===== src/rtl/lnkseq_pkg.sv =====
`timescale 1ns/1ps
package lnkseq_pkg;

  typedef enum logic [1:0] {
    ST_HOLD   = 2'd0,
    ST_PREREL = 2'd1,
    ST_INIT   = 2'd2,
    ST_IDLE   = 2'd3
  } seqState_t;

  typedef struct packed {
    logic phaseClr;
    logic frameClr;
    logic tblClr;
    logic tblLoad;
  } seqStrobe_t;

  typedef struct packed {
    logic holdMet;
    logic preEnd;
    logic frameEnd;
    logic lastFrame;
    logic anyReq;
  } seqStatus_t;

endpackage


===== src/rtl/lnkseq_datapath.sv =====
`timescale 1ns/1ps
module lnkseq_datapath
  import lnkseq_pkg::*;
#(
  parameter int NUM_SDI        = 4,
  parameter int ADDR_W         = 4,
  parameter int FRAME_LEN      = 256,
  parameter int MIN_RST        = 100,
  parameter int PRE_CLKS       = 25,
  parameter int TIMEOUT_FRAMES = 4
) (
  input  logic                      clk,
  input  logic                      rstN,
  input  seqStrobe_t                strobe,
  input  logic [NUM_SDI-1:0]        sdi,
  output seqStatus_t                status,
  output logic [NUM_SDI*ADDR_W-1:0] addrTable,
  output logic [NUM_SDI-1:0]        addrValid
);

  localparam int PH_TOP = (MIN_RST > PRE_CLKS) ? MIN_RST : PRE_CLKS;
  localparam int PH_W   = $clog2(PH_TOP + 1);
  localparam int BIT_W  = (FRAME_LEN > 1) ? $clog2(FRAME_LEN) : 1;
  localparam int FRM_W  = $clog2(TIMEOUT_FRAMES + 1);
  localparam logic [PH_W-1:0]  PH_SAT    = PH_W'(PH_TOP);
  localparam logic [PH_W-1:0]  HOLD_LAST = PH_W'(MIN_RST - 1);
  localparam logic [PH_W-1:0]  PRE_LAST  = PH_W'(PRE_CLKS - 1);
  localparam logic [BIT_W-1:0] BIT_LAST  = BIT_W'(FRAME_LEN - 1);
  localparam logic [FRM_W-1:0] FRM_LAST  = FRM_W'(TIMEOUT_FRAMES - 1);

  logic [PH_W-1:0]    phaseCnt;
  logic [BIT_W-1:0]   bitCnt;
  logic [FRM_W-1:0]   frameCnt;
  logic [NUM_SDI-1:0] reqSeen;
  logic [NUM_SDI-1:0] effReq;
  logic [ADDR_W-1:0]  rank    [NUM_SDI];
  logic [ADDR_W-1:0]  laneAddr[NUM_SDI];

  // Phase counter: times the reset hold and the pre-release window.
  always_ff @(posedge clk or negedge rstN) begin
    if (!rstN) begin
      phaseCnt <= '0;
    end else if (strobe.phaseClr) begin
      phaseCnt <= '0;
    end else if (phaseCnt != PH_SAT) begin
      phaseCnt <= phaseCnt + 1'b1;
    end
  end

  // Frame timing for the enumeration pass.
  always_ff @(posedge clk or negedge rstN) begin
    if (!rstN) begin
      bitCnt   <= '0;
      frameCnt <= '0;
    end else if (strobe.frameClr) begin
      bitCnt   <= '0;
      frameCnt <= '0;
    end else if (bitCnt == BIT_LAST) begin
      bitCnt   <= '0;
      frameCnt <= frameCnt + 1'b1;
    end else begin
      bitCnt <= bitCnt + 1'b1;
    end
  end

  // Per-frame request capture, one sticky bit per lane.
  always_ff @(posedge clk or negedge rstN) begin
    if (!rstN) begin
      reqSeen <= '0;
    end else if (strobe.frameClr || (bitCnt == BIT_LAST)) begin
      reqSeen <= '0;
    end else begin
      reqSeen <= reqSeen | sdi;
    end
  end

  assign effReq = reqSeen | sdi;

  // Rank of each lane among the requesters below it.
  always_comb begin
    logic [ADDR_W-1:0] runSum;
    runSum = '0;
    for (int i = 0; i < NUM_SDI; i++) begin
      rank[i] = runSum;
      runSum  = runSum + ADDR_W'(effReq[i]);
    end
  end

  always_ff @(posedge clk or negedge rstN) begin
    if (!rstN) begin
      addrValid <= '0;
      for (int i = 0; i < NUM_SDI; i++) laneAddr[i] <= '0;
    end else if (strobe.tblClr) begin
      addrValid <= '0;
      for (int i = 0; i < NUM_SDI; i++) laneAddr[i] <= '0;
    end else if (strobe.tblLoad) begin
      addrValid <= effReq;
      for (int i = 0; i < NUM_SDI; i++) laneAddr[i] <= effReq[i] ? rank[i] : '0;
    end
  end

  for (genvar g = 0; g < NUM_SDI; g++) begin : gLaneOut
    assign addrTable[g*ADDR_W +: ADDR_W] = laneAddr[g];
  end

  assign status.holdMet   = (phaseCnt >= HOLD_LAST);
  assign status.preEnd    = (phaseCnt == PRE_LAST);
  assign status.frameEnd  = (bitCnt == BIT_LAST);
  assign status.lastFrame = (frameCnt == FRM_LAST);
  assign status.anyReq    = |effReq;

  // the table only loads at a frame boundary that carries a request.
  a_r7_load_at_frame_end: assert property (@(posedge clk) disable iff (!rstN)
    strobe.tblLoad |-> (status.frameEnd && status.anyReq));

  // the lowest valid lane always holds address zero.
  a_r8_lane0_zero: assert property (@(posedge clk) disable iff (!rstN)
    addrValid[0] |-> (laneAddr[0] == '0));

endmodule


===== src/rtl/lnkseq_ctrl.sv =====
`timescale 1ns/1ps
module lnkseq_ctrl
  import lnkseq_pkg::*;
#(
  parameter int MIN_RST  = 100,
  parameter int PRE_CLKS = 25
) (
  input  logic       clk,
  input  logic       rstN,
  input  logic       reqEnter,
  input  logic       reqExit,
  input  logic       reqPower,
  input  logic       linkLowPower,
  input  seqStatus_t status,
  output seqStrobe_t strobe,
  output logic       linkRstN,
  output logic       busy,
  output logic       done
);

  localparam int LOW_TOP = MIN_RST + PRE_CLKS + 1;
  localparam int LOW_W   = $clog2(LOW_TOP + 1);

  seqState_t state, nextState;
  logic      exitPend;
  logic      enterPend;

  always_comb begin
    nextState = state;
    strobe    = '0;
    case (state)
      ST_HOLD: begin
        if (status.holdMet && (exitPend || reqExit)) begin
          nextState       = ST_PREREL;
          strobe.phaseClr = 1'b1;
        end
      end
      ST_PREREL: begin
        if (status.preEnd) begin
          nextState       = ST_INIT;
          strobe.frameClr = 1'b1;
          strobe.tblClr   = 1'b1;
        end
      end
      ST_INIT: begin
        if (status.frameEnd) begin
          if (status.anyReq) begin
            strobe.tblLoad = 1'b1;
            nextState      = ST_IDLE;
          end else if (status.lastFrame) begin
            nextState = ST_IDLE;
          end
        end
      end
      ST_IDLE: begin
        if (reqEnter || enterPend) begin
          nextState       = ST_HOLD;
          strobe.phaseClr = 1'b1;
          strobe.tblClr   = 1'b1;
        end else if (reqPower && linkLowPower) begin
          nextState       = ST_INIT;
          strobe.frameClr = 1'b1;
          strobe.tblClr   = 1'b1;
        end
      end
      default: nextState = ST_HOLD;
    endcase
  end

  always_ff @(posedge clk or negedge rstN) begin
    if (!rstN) begin
      state     <= ST_HOLD;
      exitPend  <= 1'b0;
      enterPend <= 1'b0;
      done      <= 1'b0;
    end else begin
      state <= nextState;
      if (state == ST_HOLD && nextState == ST_HOLD) begin
        if (reqExit) exitPend <= 1'b1;
      end else begin
        exitPend <= 1'b0;
      end
      if (nextState == ST_HOLD) begin
        enterPend <= 1'b0;
      end else if (reqEnter && (state == ST_PREREL || state == ST_INIT)) begin
        enterPend <= 1'b1;
      end
      if (state != ST_IDLE && nextState == ST_IDLE) begin
        done <= 1'b1;
      end else if (nextState != ST_IDLE) begin
        done <= 1'b0;
      end
    end
  end

  assign linkRstN = (state == ST_INIT) || (state == ST_IDLE);
  assign busy     = (state == ST_PREREL) || (state == ST_INIT);

  // Checker: consecutive low cycles of the link reset line.
  logic [LOW_W-1:0] lowRun;
  always_ff @(posedge clk or negedge rstN) begin
    if (!rstN) begin
      lowRun <= '0;
    end else if (linkRstN) begin
      lowRun <= '0;
    end else if (lowRun != LOW_W'(LOW_TOP)) begin
      lowRun <= lowRun + 1'b1;
    end
  end

  a_r2_min_low_time: assert property (@(posedge clk) disable iff (!rstN)
    $rose(linkRstN) |-> (lowRun >= LOW_W'(MIN_RST + PRE_CLKS)));

  a_r5_no_reset_in_pass: assert property (@(posedge clk) disable iff (!rstN)
    (busy && linkRstN) |=> linkRstN);

  a_r6_release_starts_pass: assert property (@(posedge clk) disable iff (!rstN)
    $rose(linkRstN) |-> busy);

  a_r13_busy_done_excl: assert property (@(posedge clk) disable iff (!rstN)
    !(busy && done));

endmodule


===== src/rtl/lnkseq_top.sv =====
`timescale 1ns/1ps
module lnkseq_top
  import lnkseq_pkg::*;
#(
  parameter int NUM_SDI        = 4,
  parameter int ADDR_W         = 4,
  parameter int FRAME_LEN      = 256,
  parameter int MIN_RST        = 100,
  parameter int PRE_CLKS       = 25,
  parameter int TIMEOUT_FRAMES = 4
) (
  input  logic                      clk,
  input  logic                      rstN,
  input  logic                      reqEnter,
  input  logic                      reqExit,
  input  logic                      reqPower,
  input  logic                      linkLowPower,
  input  logic [NUM_SDI-1:0]        sdi,
  output logic                      linkRstN,
  output logic [NUM_SDI*ADDR_W-1:0] addrTable,
  output logic [NUM_SDI-1:0]        addrValid,
  output logic                      busy,
  output logic                      done
);

  seqStrobe_t strobe;
  seqStatus_t status;

  lnkseq_ctrl #(
    .MIN_RST (MIN_RST),
    .PRE_CLKS(PRE_CLKS)
  ) u_ctrl (
    .clk         (clk),
    .rstN        (rstN),
    .reqEnter    (reqEnter),
    .reqExit     (reqExit),
    .reqPower    (reqPower),
    .linkLowPower(linkLowPower),
    .status      (status),
    .strobe      (strobe),
    .linkRstN    (linkRstN),
    .busy        (busy),
    .done        (done)
  );

  lnkseq_datapath #(
    .NUM_SDI       (NUM_SDI),
    .ADDR_W        (ADDR_W),
    .FRAME_LEN     (FRAME_LEN),
    .MIN_RST       (MIN_RST),
    .PRE_CLKS      (PRE_CLKS),
    .TIMEOUT_FRAMES(TIMEOUT_FRAMES)
  ) u_dp (
    .clk      (clk),
    .rstN     (rstN),
    .strobe   (strobe),
    .sdi      (sdi),
    .status   (status),
    .addrTable(addrTable),
    .addrValid(addrValid)
  );

endmodule


===== config.mk =====
export PLATFORM = sky130hd
export DESIGN_NAME = lnkseq_top
export DESIGN_NICKNAME = d
export VERILOG_FILES = /design/src/rtl/lnkseq_pkg.sv /design/src/rtl/lnkseq_datapath.sv /design/src/rtl/lnkseq_ctrl.sv /design/src/rtl/lnkseq_top.sv
export SDC_FILE = /design/constraint.sdc
export NUM_CORES = 1
export LEC_CHECK = 0
export ABC_CLOCK_PERIOD_IN_PS = 2900
export BUFFER_PORTS_ARGS = -buffer_cell sky130_fd_sc_hd__buf_2
export CAP_MARGIN = 20
export CORE_UTILIZATION = 45
export DETAILED_ROUTE_END_ITERATION = 6
export PLACE_DENSITY = 0.66
export SETUP_SLACK_MARGIN = 0.3
export SLEW_MARGIN = 40
export SYNTH_ARGS = -nofsm -noshare
export SYNTH_HDL_FRONTEND = slang
export SYNTH_SLANG_ARGS = --single-unit

===== constraint.sdc =====
create_clock -name clk -period 2.9 [get_ports clk]
set_input_delay 0.29 -clock clk [delete_from_list [all_inputs] [get_ports clk]]
set_output_delay 0.29 -clock clk [all_outputs]
set_load 0.01 [all_outputs]

* Yosys cells after proc, flatten, opt, wreduce, memory -nomap -nowiden
Cells that the tools add are included.
** Word-level totals
- Register bits after elaboration :: 47
- Input bits :: 10
- Output and inout port bits :: 23
- Word-level logic and storage cells :: 88
** Cells by class
- Add/sub/neg operators :: 5
- Magnitude comparators :: 1
- Equal/unequal tests :: 11
- Multiplexer cells :: 39
- Bitwise operators :: 1
- Reduce and logical (&&, ||, !) cells :: 18
** Operator list (number)
- $mux 16 :: 2
- $mux 4 :: 5
- $mux 2 :: 9
- $mux 8 :: 2
- $mux 1 :: 14
- $mux 7 :: 2
- $reduce_bool 2->1 :: 5
- $add 8x1->8 const B :: 1
- $eq 8x8->1 const B :: 1
- $pmux 2 s4 :: 1
- $add 7x1->7 const B :: 1
- $eq 7x5->1 const B :: 1
- $ge 7x7->1 const B :: 1
- $ne 7x7->1 const B :: 1
- $eq 2x2->1 const B :: 3
- $mux 3 :: 2
- $ne 2x2->1 const B :: 3
- $logic_and 1x1->1 :: 5
- $logic_or 1x1->1 :: 5
- $add 4x1->4 :: 1
- $logic_not 2->1 :: 2
- $or 4x4->4 :: 1
- $pmux 2 s2 :: 1
- $reduce_or 4->1 :: 1
- 5 further kinds :: 5

* Depth between registers and ports, before layout
- Depth after elaboration :: 8
- Gate-level depth with buffers :: 8
- Mapped depth without buffers :: 7

* By module
Synthesis repeated with hierarchy kept, for this count alone.
** Second synthesis, totals
- Cell total of the unflattened synthesis :: 212
- Area total of the unflattened synthesis :: 2024.4 um^2
** Modules (own cells, without submodules)
- lnkseq_datapath :: times used 1, cells an instance 166, area an instance 1614.0 um^2, seq. area each 800.8 um^2
- lnkseq_ctrl :: times used 1, cells an instance 46, area an instance 410.4 um^2, seq. area each 125.1 um^2

* Worst setup path after synthesis
OpenSTA, ideal clock, no wires.
- Path type :: register to register
- Start :: register u_ctrl.state[0]
- End :: register u_ctrl.done
- Setup time :: 86 ps
- Arrival time :: 1554 ps
- Data required time :: 2814 ps
- Slack :: 1260 ps
- Cell stages (with the launch flop) :: 7
- Path buffers :: 0
- Period minus slack after synthesis :: 1640 ps
- Cell sequence :: dfrtp_1 ha_1 nor3b_1 nor2b_1 a21oi_1 a32o_1 nor3_1
** Between the ends
- Longest elaborated chain between the ends :: 7
- Elaborated cells between the ends (all ways) :: 18
- Those cells by class :: eq/ne: 6; mux: 9; reduce/logical: 3
** Ends and longest elaborated chain
- start, declared :: line lnkseq_ctrl.sv:24 : seqState_t state, nextState;
- start signal, assigned :: line lnkseq_ctrl.sv:77 : state <= nextState;
- $mux 2 :: line lnkseq_ctrl.sv:50 : end else if (status.lastFrame) begin
- $mux 2 :: line lnkseq_ctrl.sv:47 : if (status.anyReq) begin
- $mux 2 :: line lnkseq_ctrl.sv:46 : if (status.frameEnd) begin
- $pmux 2 s4 :: line lnkseq_ctrl.sv:31 : case (state)
- $eq 2x2->1 :: line lnkseq_ctrl.sv:88 : if (state != ST_IDLE && nextState == ST_IDLE) begin
- $logic_and 1x1->1 :: line lnkseq_ctrl.sv:88
- $mux 1 / $reduce_bool 2->1 (equally long branches)
- end signal, assigned :: line lnkseq_ctrl.sv:75 : done <= 1'b0;
- end signal, assigned :: line lnkseq_ctrl.sv:89 : done <= 1'b1;
- end signal, assigned :: line lnkseq_ctrl.sv:91 : done <= 1'b0;
- end, declared :: line lnkseq_ctrl.sv:18 : output logic done
Several ways; a longest one is shown, not always the timed one.
A chain may end at the register's enable or synchronous reset.

* Worst setup path after layout
- Start :: register u_dp.bitCnt[0]
- End :: register u_dp.laneAddr (netlist bit u_dp.addrTable[4])
** Between the ends
- Longest elaborated chain between the ends :: 4
** Ends and longest elaborated chain
- start, declared :: line lnkseq_datapath.sv:32 : logic [BIT_W-1:0] bitCnt;
- start signal, assigned :: line lnkseq_datapath.sv:62 : bitCnt <= bitCnt + 1'b1;
- $eq 8x8->1 :: line lnkseq_datapath.sv:108 : assign status.frameEnd = (bitCnt == BIT_LAST);
- $mux 1 :: line lnkseq_ctrl.sv:46
- $mux 1 :: line lnkseq_ctrl.sv:31
- $reduce_bool 2->1 (no line)
- end, declared :: line lnkseq_datapath.sv:37 : logic [ADDR_W-1:0] laneAddr[NUM_SDI];
Every way passes these cells.

==> impl_metrics.env <==
export IMPL_status="completed"
export IMPL_hold_ws_ns=0.317
export IMPL_crit_path_end_kind="flip-flop"
export IMPL_tritoncts="built"
export IMPL_fin_ws_ns=0.932
export IMPL_cp_data_required_time_ns=3.07
export IMPL_worst_setup_path_type="reg -> reg"
export IMPL_dp_hpwl_um=2520
export IMPL_powerDensity_nw_per_um2=794
export IMPL_grt_max_degree=38
export IMPL_layout_drive_gt1_share=0.173
export IMPL_max_clock_path_buffers=2
export IMPL_ys_warn_count=0
export IMPL_worst_slew_pin_transition_ns=0.678
export IMPL_core_rowCount=23
export IMPL_grtUsageTotal=0.169
export IMPL_fin_tns_setup_ns=0
export IMPL_irDropWorstVdd_uv=328
export IMPL_async_flop_share=1.00
export IMPL_drc=0
export IMPL_core_area_um2=4140
export IMPL_cp_arrival_ns=2.14
export IMPL_p_leak_nw=1.08
export IMPL_placed_area_um2=2110
export IMPL_cts_resized=0
export IMPL_vias=1411
export IMPL_finalHoldViolCount=0
export IMPL_overflow=0
export IMPL_antenna_cells=0
export IMPL_antenna_found_initial=0
export IMPL_skew_ns=0.00606
export IMPL_final_instance_count_excl_fill=276
export IMPL_slew_headroom=0.548
export IMPL_dp_cells=267
export IMPL_dp_slack_ns=0.922
export IMPL_total_power_mw=1.77
export IMPL_first_iter_violations=60
export IMPL_synth_area_leaders="dfrtp_1 46%, ha_1 8.7%, nor2_1 6.7%"
export IMPL_clkTransAtPathRegs_ns=0.07
export IMPL_clock_sinks=37
export IMPL_synth_edf_count=0
export IMPL_cts_max_level=2
export IMPL_design_area_um2=2220
export IMPL_grt_pass1_vias=1271
export IMPL_gp_congestion=0.791
export IMPL_crit_chain="ha_1 -> and4_4 -> and3_1 -> mux2i_1 -> nor2_1"
export IMPL_start_util=0.487
export IMPL_seq_area_frac_synth=0.458
export IMPL_postCtsSetupBuffers=0
export IMPL_drv_slew=0
export IMPL_syn_cell_area_um2=2020
export IMPL_cts_buffers=5
export IMPL_cp_slowest_cell="and3_1"
export IMPL_dieWidth_um=69.0
export IMPL_final_core_util=0.537
export IMPL_die_area_um2=4760
export IMPL_drv_cap=0
export IMPL_routed_wirelength_um=3480
export IMPL_synth_top_cells_by_count="37 x dfrtp_1, 36 x nor2_1, 14 x ha_1, 12 x inv_1"
export IMPL_cp_start_kind="flip-flop"
export IMPL_cts_hold_buf=0
export IMPL_post_drt_wl_per_cell_um=12.6
export IMPL_synth_top_cell_area_share=0.458
export IMPL_io_buffers=22
export IMPL_syn2layout_area_growth_pct=10.2
export IMPL_grt_pass1_wl_um=5710
export IMPL_ant_nets=0
export IMPL_max_clock_freq_mhz=508
export IMPL_dr_pass1_iters=4
export IMPL_ioPinCount=33
export IMPL_nets=250
export IMPL_yosys_cell_types_count=41
export IMPL_clock_latency_ns=0.29
export IMPL_die_h_um=69.0
export IMPL_min_period_ns=1.97
export IMPL_syn_inst=200
export IMPL_critPathMaxStageDelay_ns=0.60
export IMPL_hp_class="in -> reg"
export IMPL_avgViaCountPerCell=5.11
export IMPL_syn_avg_cell_area_um2=10.1
export IMPL_post_route_period_util=0.679
export IMPL_path_max_fanout=16
export IMPL_root_buffer="clkbuf_8"
export IMPL_yosysMostFrequentCell="dfrtp_1"
export IMPL_synth_ff_type="dfrtp_1"
export IMPL_rsz0062_at_grt="no"
export IMPL_synth_largest_area_cell="dfrtp_1"
export IMPL_finalSetupViolations=0
export IMPL_ys_seq_elements=37
routing by layer:
layer	global-route usage	wire length (um)
met1	0.211	1720
met2	0.272	1520
met3	0.0543	186
met4	0.0612	49
met5	0	0
area by class of cell:
cell class	count	area, um2
multi-input combinational	146	967
clock buffer	7	96.3
fill	385	1920
clock inverter	1	5.00
timing repair buffer	23	123
inverter	12	45.0
tap	50	62.6
sequential	37	926
path summary, 6_finish.rpt:
check / from / end / slack, ns / cells after the start
setup / recovery: u_dp.bitCnt[0] / u_dp.addrTable[4] / 0.93 / 5
hold / removal: sdi[0] / u_dp.reqSeen[0] / 0.32 / 3
setup reg to reg: u_dp.bitCnt[0] / u_dp.addrTable[4] / 0.93 / 5
hold reg to reg: u_dp.bitCnt[0] / u_dp.bitCnt[0] / 0.51 / 1
max in group asynchronous: rstN / u_ctrl.done / 2.07 / 2
min in group asynchronous: rstN / u_dp.addrTable[9] / 0.49 / 2
cell usage in the layout (no fill, tap or decap), drive strengths merged, types with 2 or more instances in the layout:
cell type | synthesis | routed
a211oi | 4 | 4
a21o | 2 | 2
a21oi | 8 | 8
and3 | 5 | 5
and4 | 2 | 2
buf | 13 | 22
clkbuf | 1 | 7
conb | 1 | 10
dfrtp | 37 | 37
ha | 14 | 14
inv | 12 | 12
mux2i | 5 | 5
nand2 | 10 | 10
nand2b | 2 | 2
nand3 | 8 | 8
nand4 | 4 | 4
nor2 | 36 | 36
nor2b | 2 | 2
nor3 | 2 | 2
nor3b | 3 | 3
o211ai | 2 | 2
o21ai | 2 | 2
xnor2 | 3 | 3
xor2 | 9 | 9
sequential cells by signal, indices dropped and copies added (netlist names):
signal            count
u_dp.bitCnt           8
u_dp.frameCnt         3
u_ctrl.state          2
u_ctrl.done           1
u_dp.addrTable        6
u_dp.reqSeen          4
u_dp.addrValid        4
u_ctrl.exitPend       1
u_dp.phaseCnt         7
u_ctrl.enterPend      1
power breakdown:
group	total [mW]	leakage (nW)	internal, mW	switching, mW
clock network	0.398	0.0542	0.215	0.183
registers	0.841	0.452	0.669	0.172
logic	0.529	0.578	0.253	0.276
total	1.77	1.08	1.14	0.630
cell families after synthesis:
kind of cell,Yosys count,share of synthesized area
multiplexers,5,0.0248
adder cells (fa/ha/maj),15,0.0967
buffers and inverters,26,0.0793
other,1,0.00186
AO/OA/AOI/OAI,25,0.0929
AND/OR/NAND/NOR,79,0.194
flip-flops,37,0.458
XOR/XNOR,12,0.0520
worst max-delay path, delay by kind of cell, from the launching register on:
kind / cells / cell delay (ns)
and+or+nand+nor: 3 / 0.92
DFF: 1 / 0.40
muxes: 1 / 0.26
adders and majority gates: 1 / 0.26
No activity file was read; power rests on OpenSTA's default activity.
